`src/rtl/gpx_ptr_pkg.sv`:
```
package gpx_ptr_pkg;

    typedef enum logic [1:0] {
        ST_IDLE      = 2'd0,
        ST_ADDRESSED = 2'd1,
        ST_STREAMING = 2'd2
    } ptr_state_e;

    // Register numbers within one port, in map order.
    typedef enum logic [3:0] {
        RG_DIR   = 4'd0,
        RG_POL   = 4'd1,
        RG_IEN   = 4'd2,
        RG_CMP   = 4'd3,
        RG_IMODE = 4'd4,
        RG_CFG   = 4'd5,
        RG_PULL  = 4'd6,
        RG_IFLAG = 4'd7,
        RG_CAPT  = 4'd8,
        RG_PORT  = 4'd9,
        RG_LATCH = 4'd10
    } reg_name_e;

endpackage

```
`src/rtl/gpx_ptr_step.sv`:
```
// Computes the pointer value after one data byte.
module gpx_ptr_step #(
    parameter int AW     = 8,
    parameter int NREG   = 11,
    parameter int B_BASE = 16
) (
    input  logic [AW-1:0] cur,
    input  logic          bank_sep,
    input  logic          seq_off,
    output logic [AW-1:0] nxt
);
    localparam logic [AW-1:0] LAST_A  = AW'(NREG - 1);
    localparam logic [AW-1:0] BASE_B  = AW'(B_BASE);
    localparam logic [AW-1:0] LAST_B  = AW'(B_BASE + NREG - 1);
    localparam logic [AW-1:0] LAST_IL = AW'(2 * NREG - 1);

    always_comb begin
        nxt = cur;
        if (seq_off) begin
            // separated: hold; interleaved: swap within the pair
            nxt = bank_sep ? cur : {cur[AW-1:1], ~cur[0]};
        end else if (bank_sep) begin
            if (cur == LAST_A)      nxt = BASE_B;
            else if (cur >= LAST_B) nxt = '0;
            else                    nxt = cur + AW'(1);
        end else begin
            if (cur >= LAST_IL)     nxt = '0;
            else                    nxt = cur + AW'(1);
        end
    end

endmodule

```
`src/rtl/gpx_ptr_decode.sv`:
```
// Maps a pointer value onto register number and port for the active layout.
module gpx_ptr_decode #(
    parameter int AW     = 8,
    parameter int NREG   = 11,
    parameter int B_BASE = 16,
    parameter int IW     = $clog2(NREG)
) (
    input  logic [AW-1:0] addr,
    input  logic          bank_sep,
    output logic [IW-1:0] idx,
    output logic          port_b,
    output logic          hit
);
    localparam logic [AW-1:0] LAST_A  = AW'(NREG - 1);
    localparam logic [AW-1:0] BASE_B  = AW'(B_BASE);
    localparam logic [AW-1:0] LAST_B  = AW'(B_BASE + NREG - 1);
    localparam logic [AW-1:0] LAST_IL = AW'(2 * NREG - 1);

    logic [AW-1:0] off_b;
    logic [AW-1:0] half;

    assign off_b = addr - BASE_B;
    assign half  = addr >> 1;

    always_comb begin
        idx    = '0;
        port_b = 1'b0;
        hit    = 1'b0;
        if (bank_sep) begin
            if (addr <= LAST_A) begin
                idx = addr[IW-1:0];
                hit = 1'b1;
            end else if (addr >= BASE_B && addr <= LAST_B) begin
                idx    = off_b[IW-1:0];
                port_b = 1'b1;
                hit    = 1'b1;
            end
        end else if (addr <= LAST_IL) begin
            idx    = half[IW-1:0];
            port_b = addr[0];
            hit    = 1'b1;
        end
    end

    // a hit always names a register that exists
    always_comb begin
        if (hit) begin
            a_r5_idx_in_range: assert (int'(idx) < NREG)
                else $error("decoded register number out of range");
        end
    end

endmodule

```
`src/rtl/gpx_addr_ptr.sv`:
```
module gpx_addr_ptr
    import gpx_ptr_pkg::*;
#(
    parameter int AW     = 8,
    parameter int NREG   = 11,
    parameter int B_BASE = 16,
    parameter int IW     = $clog2(NREG)
) (
    input  logic          clk,
    input  logic          rst_n,
    input  logic          addr_load,
    input  logic [AW-1:0] addr_byte,
    input  logic          byte_done,
    input  logic          bank_sep,
    input  logic          seq_off,
    output logic [AW-1:0] ptr,
    output logic [IW-1:0] reg_idx,
    output logic          reg_port_b,
    output logic          reg_hit
);
    localparam logic [AW-1:0] LAST_A = AW'(NREG - 1);
    localparam logic [AW-1:0] BASE_B = AW'(B_BASE);

    ptr_state_e    state, state_nx;
    logic          bank_q;
    logic [AW-1:0] ptr_q;
    logic [AW-1:0] step_val;
    logic          advance;

    // ---- state register ----
    always_ff @(posedge clk) begin
        if (!rst_n) state <= ST_IDLE;
        else        state <= state_nx;
    end

    // ---- transitions ----
    always_comb begin
        state_nx = state;
        advance  = 1'b0;
        unique case (state)
            ST_IDLE: begin
                if (addr_load) state_nx = ST_ADDRESSED;     // load
            end
            ST_ADDRESSED: begin
                if (addr_load)      state_nx = ST_ADDRESSED; // load
                else if (byte_done) begin                    // first byte
                    state_nx = ST_STREAMING;
                    advance  = 1'b1;
                end
            end
            ST_STREAMING: begin
                if (addr_load)      state_nx = ST_ADDRESSED; // load
                else if (byte_done) advance  = 1'b1;         // next byte
            end
            default: state_nx = ST_IDLE;
        endcase
    end

    gpx_ptr_step #(.AW(AW), .NREG(NREG), .B_BASE(B_BASE)) u_step (
        .cur      (ptr_q),
        .bank_sep (bank_q),
        .seq_off  (seq_off),
        .nxt      (step_val)
    );

    // ---- outputs: pointer and latched layout ----
    always_ff @(posedge clk) begin
        if (!rst_n) begin
            ptr_q  <= '0;
            bank_q <= 1'b0;
        end else begin
            if (addr_load)    ptr_q <= addr_byte;
            else if (advance) ptr_q <= step_val;
            if (addr_load || byte_done) bank_q <= bank_sep;
        end
    end

    gpx_ptr_decode #(.AW(AW), .NREG(NREG), .B_BASE(B_BASE), .IW(IW)) u_dec (
        .addr     (ptr_q),
        .bank_sep (bank_q),
        .idx      (reg_idx),
        .port_b   (reg_port_b),
        .hit      (reg_hit)
    );

    assign ptr = ptr_q;

    // ---- assertions ----
    a_r1_idle_zero: assert property (@(posedge clk) disable iff (!rst_n)
        (state == ST_IDLE) |-> (ptr_q == '0));

    a_r2_load_wins: assert property (@(posedge clk) disable iff (!rst_n)
        addr_load |=> (ptr_q == $past(addr_byte)));

    a_r6_port_jump: assert property (@(posedge clk) disable iff (!rst_n)
        (advance && bank_q && !seq_off && ptr_q == LAST_A) |=> (ptr_q == BASE_B));

    a_r8_hold: assert property (@(posedge clk) disable iff (!rst_n)
        (advance && bank_q && seq_off) |=> $stable(ptr_q));

    a_r9_pair_swap: assert property (@(posedge clk) disable iff (!rst_n)
        (advance && !bank_q && seq_off) |=> (ptr_q == ($past(ptr_q) ^ AW'(1))));

    a_r10_bank_latched: assert property (@(posedge clk) disable iff (!rst_n)
        (!addr_load && !byte_done) |=> $stable(bank_q));

endmodule

```
`config.mk`:
```
export PLATFORM = sky130hd
export DESIGN_NAME = gpx_addr_ptr
export DESIGN_NICKNAME = d
export VERILOG_FILES = /design/src/rtl/gpx_ptr_pkg.sv /design/src/rtl/gpx_ptr_step.sv /design/src/rtl/gpx_ptr_decode.sv /design/src/rtl/gpx_addr_ptr.sv
export SDC_FILE = /design/constraint.sdc
export NUM_CORES = 1
export LEC_CHECK = 0
export CAP_MARGIN = 30
export CORE_AREA = 2 2 54 56
export DETAILED_ROUTE_END_ITERATION = 8
export DIE_AREA = 0 0 56 58
export GPL_ROUTABILITY_DRIVEN = 0
export SLEW_MARGIN = 40
export SYNTH_ARGS = -nofsm -noshare
export SYNTH_HDL_FRONTEND = slang
export SYNTH_SLANG_ARGS = --single-unit
```
`constraint.sdc`:
```
create_clock -name clk -period 2.4 [get_ports clk]
set_clock_uncertainty 0.1 [all_clocks]
set_input_delay 0.6 -clock clk [delete_from_list [all_inputs] [get_ports clk]]
set_output_delay 0.6 -clock clk [all_outputs]
set_load 0.03 [all_outputs]
```
### After elaboration in Yosys (flattened, before gate mapping)

Index checks and enable logic that the tools add are counted.

| storage, ports and cells | value |
|---|---|
| bits in registers | 11 |
| input port bits | 14 |
| output and inout bits | 14 |
| logic and storage cells | 55 |

| operators by class | value |
|---|---|
| add/subtract/negate cells | 2 |
| $lt $le $gt $ge | 6 |
| equal/unequal tests | 7 |
| muxes and demuxes | 26 |
| bitwise logic cells | 1 |
| reductions and logical operators | 9 |

Operator list:

| cell | number |
|---|---|
| 2-to-1 mux 8 bit | 7 |
| >= comparator 8 x 5 -> 1 bit (second input constant) | 3 |
| <= comparator 8 x 5 -> 1 bit (second input constant) | 2 |
| 2-to-1 mux 4 bit | 4 |
| 2-to-1 mux 1 bit | 11 |
| adder 8 x 1 -> 8 bit (second input constant) | 1 |
| equality test 8 x 4 -> 1 bit (second input constant) | 1 |
| <= comparator 8 x 4 -> 1 bit (second input constant) | 1 |
| 2-to-1 mux 2 bit | 3 |
| inequality test 3 bit (second input constant) | 2 |
| AND reduction 2 bit | 3 |
| one-hot mux 2 bit (2 select lines) | 1 |
| OR reduction 2 bit | 2 |
| subtractor 4 x 1 -> 4 bit (second input constant) | 1 |
| equality test 2 x 1 -> 1 bit (second input constant) | 1 |
| equality test 2 bit (second input constant) | 1 |
| zero test 2 bit | 1 |
| inequality test 2 x 1 -> 1 bit (second input constant) | 1 |
| inequality test 2 bit (second input constant) | 1 |
| nonzero test 2 bit | 1 |
| logical AND 1 bit | 1 |
| logical OR 1 bit | 1 |
| inverter 1 bit | 1 |

### Longest topological paths before layout

Gate-level depths: netlist (run 1).

| logic depth | value |
|---|---|
| depth after elaboration | 7 |
| depth in mapped cells | 8 |
| mapped depth without buffers | 7 |

### Cells and area by module

From an unflattened synthesis (run 1), not the netlist that was laid out.

| second synthesis, totals | value |
|---|---|
| cell total of the unflattened synthesis | 144 |
| area total of the unflattened synthesis | 1107.3 um2 |

Modules (own cells, without submodules):

| module | times used | cells an instance | area each (um2) | sequential area each (um2) |
|---|---|---|---|---|
| gpx_addr_ptr | 1 | 60 | 546.8 | 220.2 |
| gpx_ptr_step | 1 | 47 | 346.6 | 0.0 |
| gpx_ptr_decode | 1 | 37 | 214.0 | 0.0 |

### Worst setup path before layout (run 1)

Ideal clock, no wire load.

| timing path | value |
|---|---|
| path kind | reg-to-output |
| start | register ptr_q[0], in the netlist ptr[0] |
| end | output reg_hit |
| data arrival time | 1.854 ns |
| slack | -0.154 ns |
| stages on the path, launching flop included | 7 |
| path buffers | 0 |
| cells stage by stage | dfxtp_1 inv_1 ha_1 a21oi_1 a21oi_1 o211a_1 or2_1 |

| between the ends | value |
|---|---|
| longest elaborated chain between the ends | 5 |
| elaborated cells on any way between the ends | 9 |

Ends and longest elaborated chain:

| what | line | RTL |
|---|---|---|
| start, declared | gpx_addr_ptr.sv:26 | `logic [AW-1:0] ptr_q;` |
| start signal, assigned | gpx_addr_ptr.sv:72 | `if (addr_load) ptr_q <= addr_byte;` |
| start signal, assigned | gpx_addr_ptr.sv:73 | `else if (advance) ptr_q <= step_val;` |
| >= comparator 8 x 5 -> 1 bit / <= comparator 8 x 5 -> 1 bit (equally long branches) | gpx_ptr_decode.sv:33 | `end else if (addr >= BASE_B && addr <= LAST_B) begin` |
| logical AND 1 bit | gpx_ptr_decode.sv:33 |  |
| 2-to-1 mux 1 bit | gpx_ptr_decode.sv:33 |  |
| 2-to-1 mux 1 bit | gpx_ptr_decode.sv:30 | `if (addr <= LAST_A) begin` |
| 2-to-1 mux 1 bit * | gpx_ptr_decode.sv:29 | `if (bank_sep) begin` |
| end, declared | gpx_addr_ptr.sv:19 | `output logic reg_hit` |

Mark *: on every way between the ends. The rest lies on a longest branch, timed or not.

### Worst setup path after layout (run 1)

| timing path | value |
|---|---|
| start | register ptr_q[1], in the netlist ptr[1] |
| end | output reg_hit |

The elaborated chain is that of the path after synthesis.

==> results of run 1 <==
[per-stage QoR]
| stage | setup TNS, ns | area, um2 | worst slack, ns |
|---|---|---|---|
| detailed placement | -1.29 | 1280 | -0.289 |
| global route | -0.386 | 1420 | -0.0844 |
| global placement | -1.02 | 1280 | -0.225 |
| CTS | -0.0217 | 1410 | -0.0217 |
| floorplan | 0 | 892 | 0.0245 |
| finish | -0.0428 | 1420 | -0.0418 |
[worst min path at each step]
stage / startpoint / endpoint / cells after the start
after floorplan: state[1]$_SDFFE_PN0P_ / state[1]$_SDFFE_PN0P_ / 2
after global routing: state[1]$_SDFFE_PN0P_ / state[1]$_SDFFE_PN0P_ / 2
after detailed placement: state[1]$_SDFFE_PN0P_ / state[1]$_SDFFE_PN0P_ / 2
after global placement: state[1]$_SDFFE_PN0P_ / state[1]$_SDFFE_PN0P_ / 2
after CTS: state[1]$_SDFFE_PN0P_ / state[1]$_SDFFE_PN0P_ / 2
final: state[1]$_SDFFE_PN0P_ / state[1]$_SDFFE_PN0P_ / 2
[sequential cells by signal (all words and copies together) (netlist names)]
| register | cells |
|---|---|
| bank_q | 1 |
| ptr | 8 |
| state | 2 |
[worst reg2reg max path: cells and delay by family, from the launching register on]
family | cells | cell delay, ns
AO/OA/AOI/OAI | 3 | 0.69
flip-flops | 1 | 0.40
AND/OR/NAND/NOR | 2 | 0.25
buffers and inverters | 2 | 0.19
adder cells (fa/ha/maj) | 1 | 0.16
[layer usage]
metal | vias up | wire (um) | share of wire (%) | GRT usage (%)
met5 | - | 0 | 0 | 0
met3 | 5 | 127 | 4.9 | 2.46
met2 | 34 | 1360 | 52 | 31.8
li1 | 500 | - | - | -
met1 | 471 | 1060 | 41 | 17.3
met4 | 0 | 44 | 1.7 | 8.16
[power groups by stage]
stage / combinational (W) / clock [W] / sequential, W
3_5_place_dp: 0.000233 / 0 / 0.000211
6_report: 0.000262 / 0.000138 / 0.000210
3_3_place_gp: 0.000231 / 0 / 0.000210
5_1_grt: 0.000280 / 0.000144 / 0.000212
2_1_floorplan: 0.000115 / 0 / 0.000227
4_1_cts: 0.000259 / 0.000139 / 0.000209
[cell families (layout without fill, tap and decap cells)]
kind of cell	after synthesis	count (layout)	share of synthesized area (%)
compound gates	39	39	32.8
simple gates	37	37	21.2
buf+inv	15	59	8.02
flops	11	11	24.8
fa+ha+maj	8	8	11.3
xor+xnor	2	2	1.97
[cell usage in the layout, fill, tap and decap left out, types with 3 or more instances in the layout]
cell type,n
buf_4,21
inv_1,5
a22o_1,4
dfxtp_1,9
ha_4,3
clkbuf_4,3
buf_6,5
a22oi_1,5
a21oi_1,7
nor3_1,3
nor2_1,13
o21ai_0,5
clkdlybuf4s50_1,20
ha_1,5
nand2_1,7
[what timing repair did]
item                       in CTS  in global routing
setup endpoints to repair       5                  7
buffers inserted                3                  0
pin swaps                       9                  1
gates resized for setup        52                  2
[cell type report]
class | count | area (um2) | area share [%]
repair buffers | 47 | 427 | 30.1
flip-flops and latches | 11 | 228 | 16.1
clock buffers | 4 | 26.3 | 1.86
multi-input cells | 86 | 659 | 46.6
well taps | 31 | 38.8 | 2.74
inverters | 8 | 37.5 | 2.65
==> results.ini, run 1 <==
[drt]
via_per_inst=5.40
first_iter_violations=18
drc=0
vias=1010
wirelength_um=2600
wire_per_inst_um=13.9
first_pass_iters=4
antenna_left=0

[synth]
ys_ff_latch=11
synth-edff-count=0
synth_top_area_share_pct=24.8
syn-num-nets=134
synth_common_cells=nor2_1 (13), dfxtp_1 (11), a21oi_1 (9), ha_1 (8)
yosysWarnings=0
syn_area_per_cell_um2=7.94
ys.flop_type=dfxtp_1
yosysTopAreaCell=dfxtp_1
syn_inst=112
yosysUniqueCellTypes=41
netlist_area_um2=890
async_reset_ff_share_pct=0
synth.area.top_cells=dfxtp_1 (25%), ha_1 (11%), nor2_1 (5.5%), a21oi_1 (5.1%), a22oi_1 (4.2%)
yosysSeqAreaShare_pct=24.8
yosysMostFrequentCell=nor2_1

[sta]
fmax_ghz=0.410
finalWorstSetupSlack_ns=-0.0418
worst_slew_pin_slew_ns=0.398
slew_violations=0
finalCritPeriodShare_pct=102
hold_viol_final=0
slew_headroom_pct=73.4
period_minus_slack_ns=2.44
rsz0062_at_grt=true
setup_viol=2
holdWs_ns=0.446

[worst_setup_path]
cp.depth=7
worstPathRequired_ns=1.70
start_kind=register
slowest_stage=dfxtp_4
r2r-start=ptr[0]$_SDFFE_PN0P_
ff2ff_setup_slack_ns=0.53
cp_cell_sequence=inv_4, ha_4, o31ai_4, a21oi_2, and2_4, or2_1, buf_6
worst_setup_path_startpoint=ptr[1]$_SDFFE_PN0P_
critPathMaxStageDelay_ns=0.38
cp_top_family=simple AND/OR/NAND/NOR gates
critPathBufInv=2
crit_arrival_ns=1.74
worstSetupPathType=reg -> out
r2r_cells=8
endpoint=reg_hit
end_kind=primary output
worst-path-max-fanout=5
timing.rr.end=ptr[1]$_SDFFE_PN0P_

[cells_and_area]
final_util_pct=53.2
drive_gt1_share_pct=29.5
final_cells=187
syn_to_final_growth_pct=59.2
fill_cells=274
n_antenna_cell=0
nets=179

[power_and_ir_drop]
p_sw_w=0.000226
clkPwrFrac_pct=22.7
power_w=0.000609
power_density_nw_per_um2=430
pwr-share-seq_pct=34.4
p_int_w=0.000384
peakVddDrop_v=0.000290
swShare_pct=37.0
p_leak_nw=0.568
comb_power_share_pct=42.9

[global_routing]
antenna_found_initial=0
grt-ovfl-total=0
grt_max_degree=12
first_global_vias=993
grt_pass1_wl_um=4230
grt_usage_pct=16.4

[clocking]
htreeDepth=1
numCtsBuffers=3
cts_tree=done
postCtsHoldBufs=0
insertion_delay_ns=0.28
cts_root_buffer=clkbuf_4
cts_sinks=11
clk_pin_slew_ns=0.08
clock_path_buffers=2

[floorplan]
rows=19
die_x_um=56
fp.dieH_um=58
boundaryPins=28
core_um2=2660
dieArea_um2=3250
initial_core_util_pct=33.4

[outcome]
violations=setup timing
status=finished with violations

[min_path]
worst_hold_path_type=reg -> reg

[placed_design]
place_hpwl_um=1930
dp.cells=180
port_buffers=27

[run]
max-cap-violations=0

No activity file was read; power rests on OpenSTA's default activity.
==> run 2, diff against run 1 <==
- CORE_AREA: 2 2 54 56 -> 2 2 60 51
- DIE_AREA: 0 0 56 58 -> 0 0 62 53
==> run 2 against run 1 <==
  * The flow still finishes with violations (setup timing)
  * Highest routed layer unchanged
  * Register-to-register slack lost 0.06 ns
  * Sequential share of layout area grew 0.11 points
  * Combinational power shrank 2%
  * Hold slack gained 0.0044 ns
  * First-iteration DRC count grew 22%
  * Worst setup slack gained 0.014 ns
  * Sequential power is essentially flat
  * Maximum frequency grew 0.58%
  * Critical path depth is the same
==> results.ini, run 2 (synthesis gave the netlist of run 1 again) <==
[outcome]
status=finished with violations
violations=setup timing

[drt]
vias=979  ; -3.1%
wire_per_inst_um=13.4  ; -3.3%
via_per_inst=5.10  ; -5.6%
first_pass_iters=4  ; unchanged
drc=0  ; unchanged
first_iter_violations=22  ; +4
wirelength_um=2580  ; -0.69%
antenna_left=0  ; unchanged

[cells_and_area]
multi_input_area_um2=659  ; unchanged
fill_cells=233  ; -15%
largest_register_ffs=8  ; unchanged
regArea_um2=228  ; unchanged
syn_to_final_growth_pct=58.1
nets=177  ; -1.1%
drive_gt1_share_pct=29.2  ; -0.27 points
layout_commonest_cell=clkdlybuf4s50_1
final_cell_mix=clkdlybuf4s50_1 (21), buf_4 (19), nor2_1 (13)
n_antenna_cell=0  ; unchanged
final_cells=192  ; +2.7%

[sta]
hold_viol_final=0  ; unchanged
rsz0062_at_grt=true
holdWs_ns=0.451  ; +0.00443 ns
finalCritPeriodShare_pct=101  ; -0.59 points
worst_slew_pin_slew_ns=0.376  ; -0.0220 ns
slew_violations=0  ; unchanged
finalWorstSetupSlack_ns=-0.0277  ; +0.0141 ns
fmax_ghz=0.412  ; +0.58%
setup_viol=5  ; +3
slew_headroom_pct=74.8  ; +1.5 points
finalSetupTns_ns=-0.0670  ; -0.0242 ns
period_minus_slack_ns=2.43  ; -0.0141 ns

[global_routing]
grtUsageMet1_pct=23.7  ; +6.4 points
antenna_found_initial=0  ; unchanged
grt.met3_usage_pct=5.13  ; +2.7 points
grt_pass1_wl_um=4300  ; +1.6%
busiest_layer=met2
first_global_vias=945  ; -4.8%
grt_util_met2_pct=26.9  ; -4.9 points
grt_usage_pct=17.5  ; +1.1 points
grt_max_degree=12  ; unchanged
grt-ovfl-total=0  ; unchanged

[power_and_ir_drop]
swShare_pct=36.7  ; -0.32 points
comb_power_share_pct=43.0  ; about the same
peakVddDrop_v=0.000216  ; -25%
clkPwrFrac_pct=21.9  ; -0.8 points
pwr-share-seq_pct=35.1  ; +0.7 points
p_sw_w=0.000219  ; -2.9%
power_w=0.000597  ; -2.1%
p_int_w=0.000378  ; -1.6%
p_leak_nw=0.547  ; -3.7%
power_density_nw_per_um2=424  ; -1.4%

[clocking]
cts_root_buffer=clkbuf_4
htreeDepth=1  ; unchanged
numCtsBuffers=3  ; unchanged
clk_pin_slew_ns=0.08  ; about the same
clock_path_buffers=2  ; unchanged
insertion_delay_ns=0.28  ; about the same
cts_sinks=11  ; unchanged
cts_tree=done

[floorplan]
initial_core_util_pct=33.5  ; +0.047 points
fp.dieH_um=53  ; -8.6%
rows=17  ; -2
boundaryPins=28  ; unchanged
die_x_um=62  ; +11%
dieArea_um2=3290  ; +1.2%
core_um2=2660  ; -0.14%

[placed_design]
port_buffers=27  ; unchanged
place_hpwl_um=2010  ; +4.1%
dp.cells=187  ; +3.9%
dp_slack_ns=-0.276  ; +0.0129 ns

[run]
max-cap-violations=0  ; unchanged

[min_path]
worst_hold_path_type=reg -> reg

[worst_setup_path]
end_kind=primary output
ff2ff_setup_slack_ns=0.47  ; -0.06 ns
crit_arrival_ns=1.73  ; about the same
worstPathRequired_ns=1.70  ; about the same
worstSetupPathType=reg -> out
worst-path-max-fanout=5  ; unchanged
start_kind=register

run 2: critical path, cell delays in order (launching register included):
cell	delay, ns
dfxtp_4	0.39
inv_4	0.06
ha_4	0.16
o31ai_4	0.22
a21oi_2	0.09
and2_4	0.18
or2_1	0.21
buf_6	0.14
run 2: final cells by class:
type	instances	share of cell area, %
Multi-Input combinational cell	86	46.9
Timing Repair Buffer	45	29.1
Sequential cell	11	16.2
Tap cell	38	3.38
Inverter	8	2.49
Clock buffer	3	1.60
Clock inverter	1	0.356
run 2: metrics by stage:
stage	utilization [%]	area (um2)
after floorplan	-	892
after global placement	48.7	1290
after detailed placement	48.7	1290
after CTS	52.0	1380
after global routing	52.9	1410
final	52.9	1410
run 2: worst paths after layout:
path	startpoint	end	cells past startpoint
setup / recovery	ptr[1]$_SDFFE_PN0P_	reg_hit	7
setup reg to reg	ptr[0]$_SDFFE_PN0P_	ptr[0]$_SDFFE_PN0P_	8
hold reg to reg	state[1]$_SDFFE_PN0P_	state[1]$_SDFFE_PN0P_	2
hold / removal	state[1]$_SDFFE_PN0P_	state[1]$_SDFFE_PN0P_	2
run 2: power by group through the flow:
stage	Combinational, W	Sequential [W]	Clock, W
6_report	0.000257	0.000209	0.000131
3_5_place_dp	0.000233	0.000211	0
3_3_place_gp	0.000232	0.000211	0
5_1_grt	0.000277	0.000212	0.000142
2_1_floorplan	0.000115	0.000227	0
4_1_cts	0.000248	0.000209	0.000136
run 2: routing by layer:
metal	routed length (um)	vias up	part of all wire, %
met5	0	-	0
met4	27	0	1.0
met3	134	4	5.2
met2	1180	31	46
met1	1240	453	48
li1	-	491	-
run 2: timing repair:
item                                    CTS  global route
hold buffers                              0             0
setup buffers                             2             0
pin swaps                                11             4
endpoints found under the setup margin    6             6
cloned                                    0             0
hold endpoints to repair                  0             0
resized for setup                        49             3
==> run 3, diff against run 2 <==
- ABC_CLOCK_PERIOD_IN_PS: unset -> 2400
==> results of run 3 <==
Final layout, timing and power as in run 2 (identical DEF).
